===== config.mk =====
export PLATFORM = sky130hd
export DESIGN_NAME = flash_done_poller
export DESIGN_NICKNAME = d
export VERILOG_FILES = /design/src/rtl/fpoll_pkg.sv /design/src/rtl/fpoll_status_eval.sv /design/src/rtl/fpoll_read_budget.sv /design/src/rtl/flash_done_poller.sv
export SDC_FILE = /design/constraint.sdc
export NUM_CORES = 1
export LEC_CHECK = 0
export ABC_AREA = 0
export BUFFER_PORTS_ARGS = -buffer_cell sky130_fd_sc_hd__clkbuf_2
export CAP_MARGIN = 20
export CORE_ASPECT_RATIO = 0.5
export CORE_MARGIN = 4
export CORE_UTILIZATION = 49
export DETAILED_ROUTE_END_ITERATION = 6
export GPL_TIMING_DRIVEN = 0
export PLACE_DENSITY = 0.74
export SETUP_SLACK_MARGIN = 0.05
export SYNTH_ARGS = -nofsm -noshare
export SYNTH_HDL_FRONTEND = slang
export SYNTH_SLANG_ARGS = --single-unit

===== constraint.sdc =====
create_clock -name clk -period 6.6 [get_ports clk]
set_clock_uncertainty 0.05 [all_clocks]
set_input_delay 0.66 -clock clk [delete_from_list [all_inputs] [get_ports clk]]
set_output_delay 0.66 -clock clk [all_outputs]
set_load 0.005 [all_outputs]

===== src/rtl/fpoll_pkg.sv =====
package fpoll_pkg;

    // Bit positions inside the returned status byte
    localparam int STAT_DONE_BIT = 7;
    localparam int STAT_TOG_BIT  = 6;
    localparam int STAT_ERR_BIT  = 5;

    localparam logic [7:0] ERASED_BYTE = 8'hFF;

    typedef enum logic [1:0] {
        ST_IDLE,
        ST_ISSUE,
        ST_WAIT
    } state_e;

    typedef enum logic [2:0] {
        PH_FIRST,   // toggle mode: first read, only records bit 6
        PH_POLL,    // normal status polling
        PH_RE_A,    // toggle re-test, first of two reads
        PH_RE_B,    // final re-test read (both modes)
        PH_VERIFY   // full-byte verify read
    } phase_e;

    typedef enum logic [1:0] {
        V_AGAIN,
        V_RECHECK,
        V_PASS,
        V_FAIL
    } verdict_e;

endpackage


===== src/rtl/fpoll_status_eval.sv =====
module fpoll_status_eval
    import fpoll_pkg::*;
(
    input  logic       toggle_i,
    input  phase_e     phase_i,
    input  logic [7:0] exp_byte_i,
    input  logic       prev_tog_i,
    input  logic [7:0] rd_byte_i,
    output verdict_e   verdict_o
);

    logic done_match;
    logic tog_same;
    logic err_seen;

    assign done_match = (rd_byte_i[STAT_DONE_BIT] == exp_byte_i[STAT_DONE_BIT]);
    assign tog_same   = (rd_byte_i[STAT_TOG_BIT] == prev_tog_i);
    assign err_seen   = rd_byte_i[STAT_ERR_BIT];

    always_comb begin
        verdict_o = V_AGAIN;
        case (phase_i)
            PH_FIRST: begin
                verdict_o = err_seen ? V_RECHECK : V_AGAIN;
            end
            PH_POLL: begin
                if (!toggle_i) begin
                    if (done_match)    verdict_o = V_PASS;
                    else if (err_seen) verdict_o = V_RECHECK;
                    else               verdict_o = V_AGAIN;
                end else begin
                    if (err_seen)      verdict_o = V_RECHECK;
                    else if (tog_same) verdict_o = V_PASS;
                    else               verdict_o = V_AGAIN;
                end
            end
            PH_RE_A: begin
                verdict_o = V_AGAIN;
            end
            PH_RE_B: begin
                if (toggle_i) verdict_o = tog_same   ? V_PASS : V_FAIL;
                else          verdict_o = done_match ? V_PASS : V_FAIL;
            end
            PH_VERIFY: begin
                verdict_o = (rd_byte_i == exp_byte_i) ? V_PASS : V_FAIL;
            end
            default: verdict_o = V_AGAIN;
        endcase
    end

endmodule


===== src/rtl/fpoll_read_budget.sv =====
module fpoll_read_budget #(
    parameter int CW = 10
) (
    input  logic          clk,
    input  logic          rst_n,
    input  logic          clear_i,
    input  logic [CW-1:0] limit_i,
    input  logic          bump_i,
    output logic          last_o
);

    localparam int XW = CW + 1;

    typedef struct packed {
        logic [CW-1:0] cnt;
        logic [CW-1:0] lim;
    } bud_t;

    bud_t bud_d, bud_q;
    logic [XW-1:0] cnt_next;

    assign cnt_next = {1'b0, bud_q.cnt} + XW'(1);
    assign last_o   = (cnt_next >= {1'b0, bud_q.lim});

    always_comb begin
        bud_d = bud_q;
        if (clear_i) begin
            bud_d.cnt = '0;
            bud_d.lim = (limit_i == '0) ? CW'(1) : limit_i;
        end else if (bump_i) begin
            bud_d.cnt = cnt_next[CW-1:0];
        end
    end

    always_ff @(posedge clk or negedge rst_n) begin
        if (!rst_n) begin
            bud_q.cnt <= '0;
            bud_q.lim <= CW'(1);
        end else begin
            bud_q <= bud_d;
        end
    end


    budget_bound_chk: assert property (@(posedge clk) disable iff (!rst_n)
        bud_q.cnt < bud_q.lim);


    budget_no_overrun_chk: assert property (@(posedge clk) disable iff (!rst_n)
        (bump_i && !clear_i) |-> !last_o);

endmodule


===== src/rtl/flash_done_poller.sv =====
module flash_done_poller
    import fpoll_pkg::*;
#(
    parameter int AW = 16,
    parameter int CW = 10
) (
    input  logic          clk,
    input  logic          rst_n,
    input  logic          start_i,
    input  logic          mode_i,
    input  logic          erase_i,
    input  logic          verify_i,
    input  logic [AW-1:0] addr_i,
    input  logic [7:0]    data_i,
    input  logic [CW-1:0] max_reads_i,
    output logic          rd_req_o,
    output logic [AW-1:0] rd_addr_o,
    input  logic          rd_valid_i,
    input  logic [7:0]    rd_data_i,
    output logic          busy_o,
    output logic          done_o,
    output logic          pass_o,
    output logic          fail_o,
    output logic          timeout_o
);

    typedef struct packed {
        state_e        state;
        phase_e        phase;
        logic [AW-1:0] addr;
        logic [7:0]    exp_byte;
        logic          toggle;
        logic          verify;
        logic          prev_tog;
        logic          done;
        logic          pass;
        logic          fail;
        logic          tmo;
    } ctl_t;

    ctl_t     ctl_d, ctl_q;
    verdict_e verdict;
    logic     budget_clear;
    logic     budget_bump;
    logic     budget_last;

    fpoll_status_eval u_eval (
        .toggle_i   (ctl_q.toggle),
        .phase_i    (ctl_q.phase),
        .exp_byte_i (ctl_q.exp_byte),
        .prev_tog_i (ctl_q.prev_tog),
        .rd_byte_i  (rd_data_i),
        .verdict_o  (verdict)
    );

    fpoll_read_budget #(.CW(CW)) u_budget (
        .clk     (clk),
        .rst_n   (rst_n),
        .clear_i (budget_clear),
        .limit_i (max_reads_i),
        .bump_i  (budget_bump),
        .last_o  (budget_last)
    );

    always_comb begin
        ctl_d        = ctl_q;
        budget_clear = 1'b0;
        budget_bump  = 1'b0;
        case (ctl_q.state)
            ST_IDLE: begin
                if (start_i) begin
                    ctl_d.state    = ST_ISSUE;
                    ctl_d.phase    = mode_i ? PH_FIRST : PH_POLL;
                    ctl_d.addr     = addr_i;
                    ctl_d.exp_byte = erase_i ? ERASED_BYTE : data_i;
                    ctl_d.toggle   = mode_i;
                    ctl_d.verify   = verify_i;
                    ctl_d.prev_tog = 1'b0;
                    ctl_d.done     = 1'b0;
                    ctl_d.pass     = 1'b0;
                    ctl_d.fail     = 1'b0;
                    ctl_d.tmo      = 1'b0;
                    budget_clear   = 1'b1;
                end
            end
            ST_ISSUE: begin
                ctl_d.state = ST_WAIT;
            end
            ST_WAIT: begin
                if (rd_valid_i) begin
                    case (verdict)
                        V_AGAIN: begin
                            ctl_d.prev_tog = rd_data_i[STAT_TOG_BIT];
                            if (ctl_q.phase == PH_RE_A) begin
                                ctl_d.phase = PH_RE_B;
                                ctl_d.state = ST_ISSUE;
                            end else if (budget_last) begin
                                ctl_d.state = ST_IDLE;
                                ctl_d.done  = 1'b1;
                                ctl_d.tmo   = 1'b1;
                            end else begin
                                budget_bump = 1'b1;
                                ctl_d.phase = PH_POLL;
                                ctl_d.state = ST_ISSUE;
                            end
                        end
                        V_RECHECK: begin
                            ctl_d.phase = ctl_q.toggle ? PH_RE_A : PH_RE_B;
                            ctl_d.state = ST_ISSUE;
                        end
                        V_PASS: begin
                            if (ctl_q.verify && ctl_q.phase != PH_VERIFY) begin
                                ctl_d.phase = PH_VERIFY;
                                ctl_d.state = ST_ISSUE;
                            end else begin
                                ctl_d.state = ST_IDLE;
                                ctl_d.done  = 1'b1;
                                ctl_d.pass  = 1'b1;
                            end
                        end
                        V_FAIL: begin
                            ctl_d.state = ST_IDLE;
                            ctl_d.done  = 1'b1;
                            ctl_d.fail  = 1'b1;
                        end
                        default: ctl_d.state = ST_IDLE;
                    endcase
                end
            end
            default: ctl_d.state = ST_IDLE;
        endcase
    end

    always_ff @(posedge clk or negedge rst_n) begin
        if (!rst_n) begin
            ctl_q.state    <= ST_IDLE;
            ctl_q.phase    <= PH_POLL;
            ctl_q.addr     <= '0;
            ctl_q.exp_byte <= '0;
            ctl_q.toggle   <= 1'b0;
            ctl_q.verify   <= 1'b0;
            ctl_q.prev_tog <= 1'b0;
            ctl_q.done     <= 1'b0;
            ctl_q.pass     <= 1'b0;
            ctl_q.fail     <= 1'b0;
            ctl_q.tmo      <= 1'b0;
        end else begin
            ctl_q <= ctl_d;
        end
    end

    assign rd_req_o  = (ctl_q.state == ST_ISSUE);
    assign rd_addr_o = ctl_q.addr;
    assign busy_o    = (ctl_q.state != ST_IDLE);
    assign done_o    = ctl_q.done;
    assign pass_o    = ctl_q.pass;
    assign fail_o    = ctl_q.fail;
    assign timeout_o = ctl_q.tmo;


    req_single_cycle_chk: assert property (@(posedge clk) disable iff (!rst_n)
        rd_req_o |=> !rd_req_o);


    first_req_chk: assert property (@(posedge clk) disable iff (!rst_n)
        (!busy_o && start_i) |=> (rd_req_o && rd_addr_o == $past(addr_i)));


    one_result_chk: assert property (@(posedge clk) disable iff (!rst_n)
        done_o |-> $onehot({pass_o, fail_o, timeout_o}));


    no_result_while_busy_chk: assert property (@(posedge clk) disable iff (!rst_n)
        busy_o |-> ({done_o, pass_o, fail_o, timeout_o} == 4'b0000));


    result_hold_chk: assert property (@(posedge clk) disable iff (!rst_n)
        (!busy_o && !start_i) |=> $stable({done_o, pass_o, fail_o, timeout_o}));


    busy_start_ignored_chk: assert property (@(posedge clk) disable iff (!rst_n)
        (busy_o && start_i) |=> $stable(rd_addr_o));


    req_after_valid_chk: assert property (@(posedge clk) disable iff (!rst_n)
        (rd_req_o && $past(busy_o)) |-> $past(rd_valid_i));

endmodule


==> results of run 1 <==
[where the power goes]
| group | internal [W] | switching [W] |
|---|---|---|
| combinational | 0.000288 | 0.000330 |
| clock | 0.000180 | 0.000123 |
| sequential | 0.000481 | 0.0000879 |
| total | 0.000949 | 0.000540 |
[cells in the mapped netlist (4+ instances only)]
library cell | n | area [µm²]
nand3b_1 | 6 | 45.04
dfrtp_1 | 54 | 1351
ha_1 | 16 | 200.2
xor2_1 | 5 | 43.79
o21ai_0 | 25 | 125.1
o22ai_1 | 4 | 25.02
xnor2_1 | 12 | 105.1
nand3_1 | 6 | 30.03
inv_1 | 14 | 52.55
clkbuf_1 | 10 | 37.54
buf_4 | 16 | 120.1
a21oi_1 | 10 | 50.05
nand2_1 | 114 | 427.9
nor2_1 | 15 | 56.30
[final timing paths]
check	endpoint	cells after the start	slack [ns]	from
hold / removal	u_budget.bud_q[11]	1	0.32	rst_n
hold reg to reg	rd_addr_o[8]	2	0.43	rd_addr_o[8]
setup reg to reg	u_budget.bud_q[19]	13	3.54	u_budget.bud_q[10]
max in group asynchronous	timeout_o	2	5.60	rst_n
min in group clk	rd_addr_o[8]	2	0.43	rd_addr_o[8]
setup / recovery	u_budget.bud_q[19]	13	3.54	u_budget.bud_q[10]
[area by class of cell]
class | count | area, µm²
fill | 565 | 2338
tap | 88 | 110.1
clock buffer | 5 | 125.1
buffer | 28 | 173.9
multi-input combinational | 257 | 1459
clock inverter | 3 | 47.55
sequential | 56 | 1404
inverter | 14 | 52.55
timing repair buffer | 71 | 370.4
[metal layers]
metal  vias to the layer above  global-route usage [%]  wire [µm]
met4                         0                   4.802         88
met5                         -                       0          0
met2                        53                   30.40       3087
met3                         8                   4.509        288
met1                      1216                   24.65       3090
li1                       1320                       -          -
[stage by stage]
stage	utilization [%]	area, µm²
after global placement	58.37	3550
final	61.54	3742
after CTS	61.54	3742
after detailed placement	58.70	3570
after floorplan	-	3089
after global routing	61.54	3742
[cell families (layout without fill, tap and decap cells)]
| family | count (synthesis) | count (layout) | share of synthesized area [%] |
|---|---|---|---|
| AO/OA/AOI/OAI | 58 | 58 | 11.62 |
| XOR/XNOR | 17 | 17 | 4.820 |
| adder cells (fa/ha/maj) | 16 | 16 | 6.480 |
| buffers and inverters | 42 | 121 | 7.331 |
| flip-flops | 56 | 56 | 45.44 |
| multiplexers | 6 | 6 | 2.187 |
| AND/OR/NAND/NOR | 160 | 160 | 22.11 |
[state kept, by name, indices dropped and copies added (netlist names)]
register        cells
u_budget.bud_q     20
ctl_q              16
rd_addr_o          16
done_o              1
fail_o              1
pass_o              1
timeout_o           1
==> impl_metrics.py, run 1 <==
metrics = {
    "run_status": {
        "status": "completed",
    },
    "synthesis": {
        "synthFlopType": "dfrtp_1",
        "synth_edf_count": 0,
        "synth-seq-cells": 56,
        "syn_nets": 420,
        "syn_area_um2": 3089,
        "avgSynthCellArea_um2": 8.702,
        "ys_warn_count": 0,
        "seq_area_frac_synth_pct": 45.44,
        "syn_inst": 355,
        "synth_cell_types": 46,
        "async_reset_ff_share_pct": 100.0,
    },
    "setup_path": {
        "cp_max_fo": 10,
        "required_ns": 6.73,
        "worst_setup_path_start_kind": "flop",
        "setup.worst_path.class": "flop to flop",
        "worstPathBufferInverterCount": 2,
        "cpMaxStageDelayCell": "dfrtp_1",
        "cp_top_family": "compound AO/OA/AOI/OAI gates",
        "crit_top_cell": "ha_1",
        "cp_slowest_stage_delay_ns": 0.43,
        "setup.worst_path.end_class": "flop",
        "critPathArrivalTime_ns": 3.19,
        "crit_chain": "ha_1 -> and4_1 -> nand4_1 -> xnor2_1 -> ha_1 -> a21o_1 -> a21oi_1 -> o21a_1 -> o211a_1 -> buf_6 -> buf_2 -> nand3b_1 -> nand2_1",
    },
    "cts": {
        "cts_tree": "built",
        "cts_buffers": 5,
        "cts.sinks": 56,
        "h-tree-depth": 2,
        "clockRootBuffer": "clkbuf_16",
        "hold_buffers": 0,
        "cts_setup_buffers": 0,
        "clk_path_buf_depth": 2,
        "clk_latency_ns": 0.29,
        "cts_resized": 0,
        "path_clk_slew_ns": 0.07,
    },
    "sta": {
        "hold_ws_ns": 0.3152,
        "drv_slew": 0,
        "fmax_ghz": 0.3273,
        "period_minus_slack_ns": 3.055,
        "rsz0062_at_grt": "no",
        "worst_pin_slew_ns": 0.6021,
        "timing.final.ws_setup_ns": 3.545,
        "relSlewSlack_pct": 59.86,
        "hold_viol": 0,
        "setup_viol": 0,
        "tns_ns": 0,
        "fin_crit_sh_pct": 46.29,
    },
    "global_route": {
        "antenna_found_initial": 0,
        "grt_pass1_wl_um": 11490,
        "grt_max_degree": 36,
        "grt_usage_pct": 18.45,
        "overflow": 0,
        "grt_pass1_vias": 2517,
    },
    "drt": {
        "ant_nets": 0,
        "avgViaCountPerCell": 4.975,
        "drt_first_pass_iters": 5,
        "post_drt_wl_per_cell_um": 12.56,
        "vias": 2597,
        "drtIter0Drc": 117,
        "drcViolationCount": 0,
        "routed_wl_um": 6554,
    },
    "power": {
        "p_leak_nw": 1.970,
        "power_w": 0.001490,
        "vdd_ir_drop_max_v": 0.0002000,
        "p_per_area_nw_per_um2": 398.1,
    },
    "floorplan": {
        "fp.dieArea_um2": 7716,
        "io_pins": 71,
        "die_w_um": 120.3,
        "start_util_pct": 50.80,
        "die_h_um": 64.15,
        "rows": 20,
        "core-area_um2": 6081,
    },
    "cells_and_area": {
        "antenna_cells": 0,
        "area_delta_synth_final_pct": 21.14,
        "drive_gt1_share_pct": 24.19,
        "layout_commonest_cell": "nand2_1",
        "final-instance-count-excl-fill": 522,
        "layout_common_cells": "nand2_1, clkbuf_2, dfrtp_1",
        "nets": 498,
    },
    "placement": {
        "dp_cells": 514,
        "port-buffer-count": 70,
        "place.gp.congestion": 0.8327,
        "dpl_worst_slack_ns": 3.331,
        "hpwl_um": 5040,
    },
    "worst_hold_path": {
        "hold_class": "input pin to async pin",
    },
    "job": {
        "cap_violations": 0,
    },
}
Note: power is estimated with default switching activity, not from simulation.
==> run 2, diff against run 1 <==
==> constraint.sdc (replaced) <==
create_clock -name clk -period 2.9 [get_ports clk]
set_clock_uncertainty 0.05 [all_clocks]
set_input_delay 0.29 -clock clk [delete_from_list [all_inputs] [get_ports clk]]
set_output_delay 0.29 -clock clk [all_outputs]
set_load 0.005 [all_outputs]
==> impl_metrics.py, run 2 (synthesis gave the netlist of run 1 again) <==
metrics = {
    "cells_and_area": {
        "largest_register_ffs": 20,
        "final-instance-count-excl-fill": 533,
        "finish.utilization_pct": 63.87,
        "fillers": 548,
        "layout_commonest_cell": "nand2_1",
        "drive_gt1_share_pct": 27.87,
        "layout_common_cells": "nand2_1, clkbuf_2, dfrtp_1",
        "largest-register": "u_budget.bud_q",
        "nets": 509,
        "antenna_cells": 0,
        "area_delta_synth_final_pct": 25.72,
    },
    "power": {
        "power_w": 0.003478,
        "p_per_area_nw_per_um2": 895.6,
        "p_leak_nw": 2.046,
        "vdd_ir_drop_max_v": 0.0004538,
    },
    "drt": {
        "ant_nets": 0,
        "vias": 2640,
        "avgViaCountPerCell": 4.953,
        "post_drt_wl_per_cell_um": 12.68,
        "drtIter0Drc": 93,
        "drt_first_pass_iters": 4,
        "routed_wl_um": 6757,
        "drcViolationCount": 0,
    },
    "global_route": {
        "grt_usage_pct": 18.62,
        "antenna_found_initial": 0,
        "overflow": 0,
        "grt_max_degree": 36,
        "grt_pass1_vias": 2539,
        "grt_pass1_wl_um": 11580,
    },
    "setup_path": {
        "cp_max_fo": 7,
        "required_ns": 3.06,
        "setup.worst_path.class": "flop to flop",
        "setup.worst_path.end_class": "flop",
        "worst_setup_path_start_kind": "flop",
        "reg2reg_slack_ns": 0.06,
        "critPathArrivalTime_ns": 3.00,
    },
    "sta": {
        "drv_slew": 0,
        "relSlewSlack_pct": 59.82,
        "tns_ns": 0,
        "hold_viol": 0,
        "period_minus_slack_ns": 2.841,
        "rsz0062_at_grt": "yes",
        "setup_viol": 0,
        "fin_crit_sh_pct": 97.96,
        "worst_pin_slew_ns": 0.6027,
        "fmax_ghz": 0.3520,
    },
    "cts": {
        "cts_buffers": 5,
        "clockRootBuffer": "clkbuf_16",
        "clk_path_buf_depth": 2,
        "cts.sinks": 56,
        "h-tree-depth": 2,
        "clk_latency_ns": 0.29,
        "cts_tree": "built",
        "path_clk_slew_ns": 0.07,
    },
    "placement": {
        "port-buffer-count": 70,
        "dp_cells": 514,
        "place.gp.congestion": 0.8327,
        "hpwl_um": 5040,
    },
    "floorplan": {
        "core-area_um2": 6081,
        "die_h_um": 64.15,
        "io_pins": 71,
        "die_w_um": 120.3,
        "rows": 20,
        "start_util_pct": 50.80,
        "fp.dieArea_um2": 7716,
    },
    "worst_hold_path": {
        "hold_class": "input pin to flop",
    },
    "run_status": {
        "status": "completed",
    },
    "job": {
        "cap_violations": 0,
    },
}
run 2: cell types whose count changed in the layout (fill, tap and decap cells not counted), moves of 2 or more:
cell | before | now
xnor2_1 | 12 | 10
buf_4 | 16 | 27
xnor2_2 | 0 | 2
a21oi_1 | 10 | 8
ha_1 | 16 | 14
a21oi_2 | 1 | 3
run 2: final cells by class:
type	count	area, µm²	share of cell area (%)
buffer	28	176.4	4.543
tap	88	110.1	2.835
multi-input combinational	257	1513	38.95
sequential	56	1404	36.15
timing repair buffer	82	455.4	11.73
clock inverter	3	47.55	1.224
inverter	14	52.55	1.353
clock buffer	5	125.1	3.222
run 2: path summary, 6_finish.rpt:
path                                          from                  to  cells past startpoint
worst max-delay path            u_budget.bud_q[11]  u_budget.bud_q[12]                     12
worst min-delay path                    addr_i[11]       rd_addr_o[11]                      3
worst max register to register  u_budget.bud_q[11]  u_budget.bud_q[12]                     12
worst min register to register        rd_addr_o[8]        rd_addr_o[8]                      2
max in group asynchronous                    rst_n           timeout_o                      3
min in group asynchronous                    rst_n  u_budget.bud_q[11]                      2
run 2: power breakdown:
part | leakage [nW] | internal, W | switching, W
Sequential | 0.708 | 0.00109 | 0.000201
Combinational | 1.25 | 0.000712 | 0.000775
Clock | 0.0840 | 0.000411 | 0.000284
run 2: per-layer routing:
metal  track usage (%)  vias up  wire length, µm
met1             24.70     1231             3141
met4             4.802        0               88
met3             4.509        8              350
met2             30.96       60             3177
met5                 0        -                0
li1                  -     1341                -
run 2: stage by stage:
stage	setup slack [ns]	instance area, µm²	hold WS (ns)
after global placement	-0.1296	3550	0.4095
final	0.05929	3884	0.1352
after floorplan	0.2375	3089	-0.05559
after CTS	0.05862	3797	0.1329
after detailed placement	-0.09608	3570	0.2721
after global routing	-0.06997	3884	0.1318
run 2: what timing repair did:
item	4_1_cts	5_1_grt
setup buffers	3	7
resized for setup	4	9
endpoints found under the hold margin	19	0
pin swaps	1	8
cloned	0	0
setup endpoints to repair	15	16
hold buffers	1	0
run 2: critical path: stages (launching register included):
cell and delay [ns]:
dfrtp_1 0.40, ha_4 0.18, and4_4 0.24, nand4_1 0.15, xnor2_2 0.19, ha_1 0.32
a21o_1 0.17, a21oi_2 0.11, o21a_1 0.18, o211a_1 0.20, buf_6 0.13, mux2_4 0.29
mux2i_1 0.14
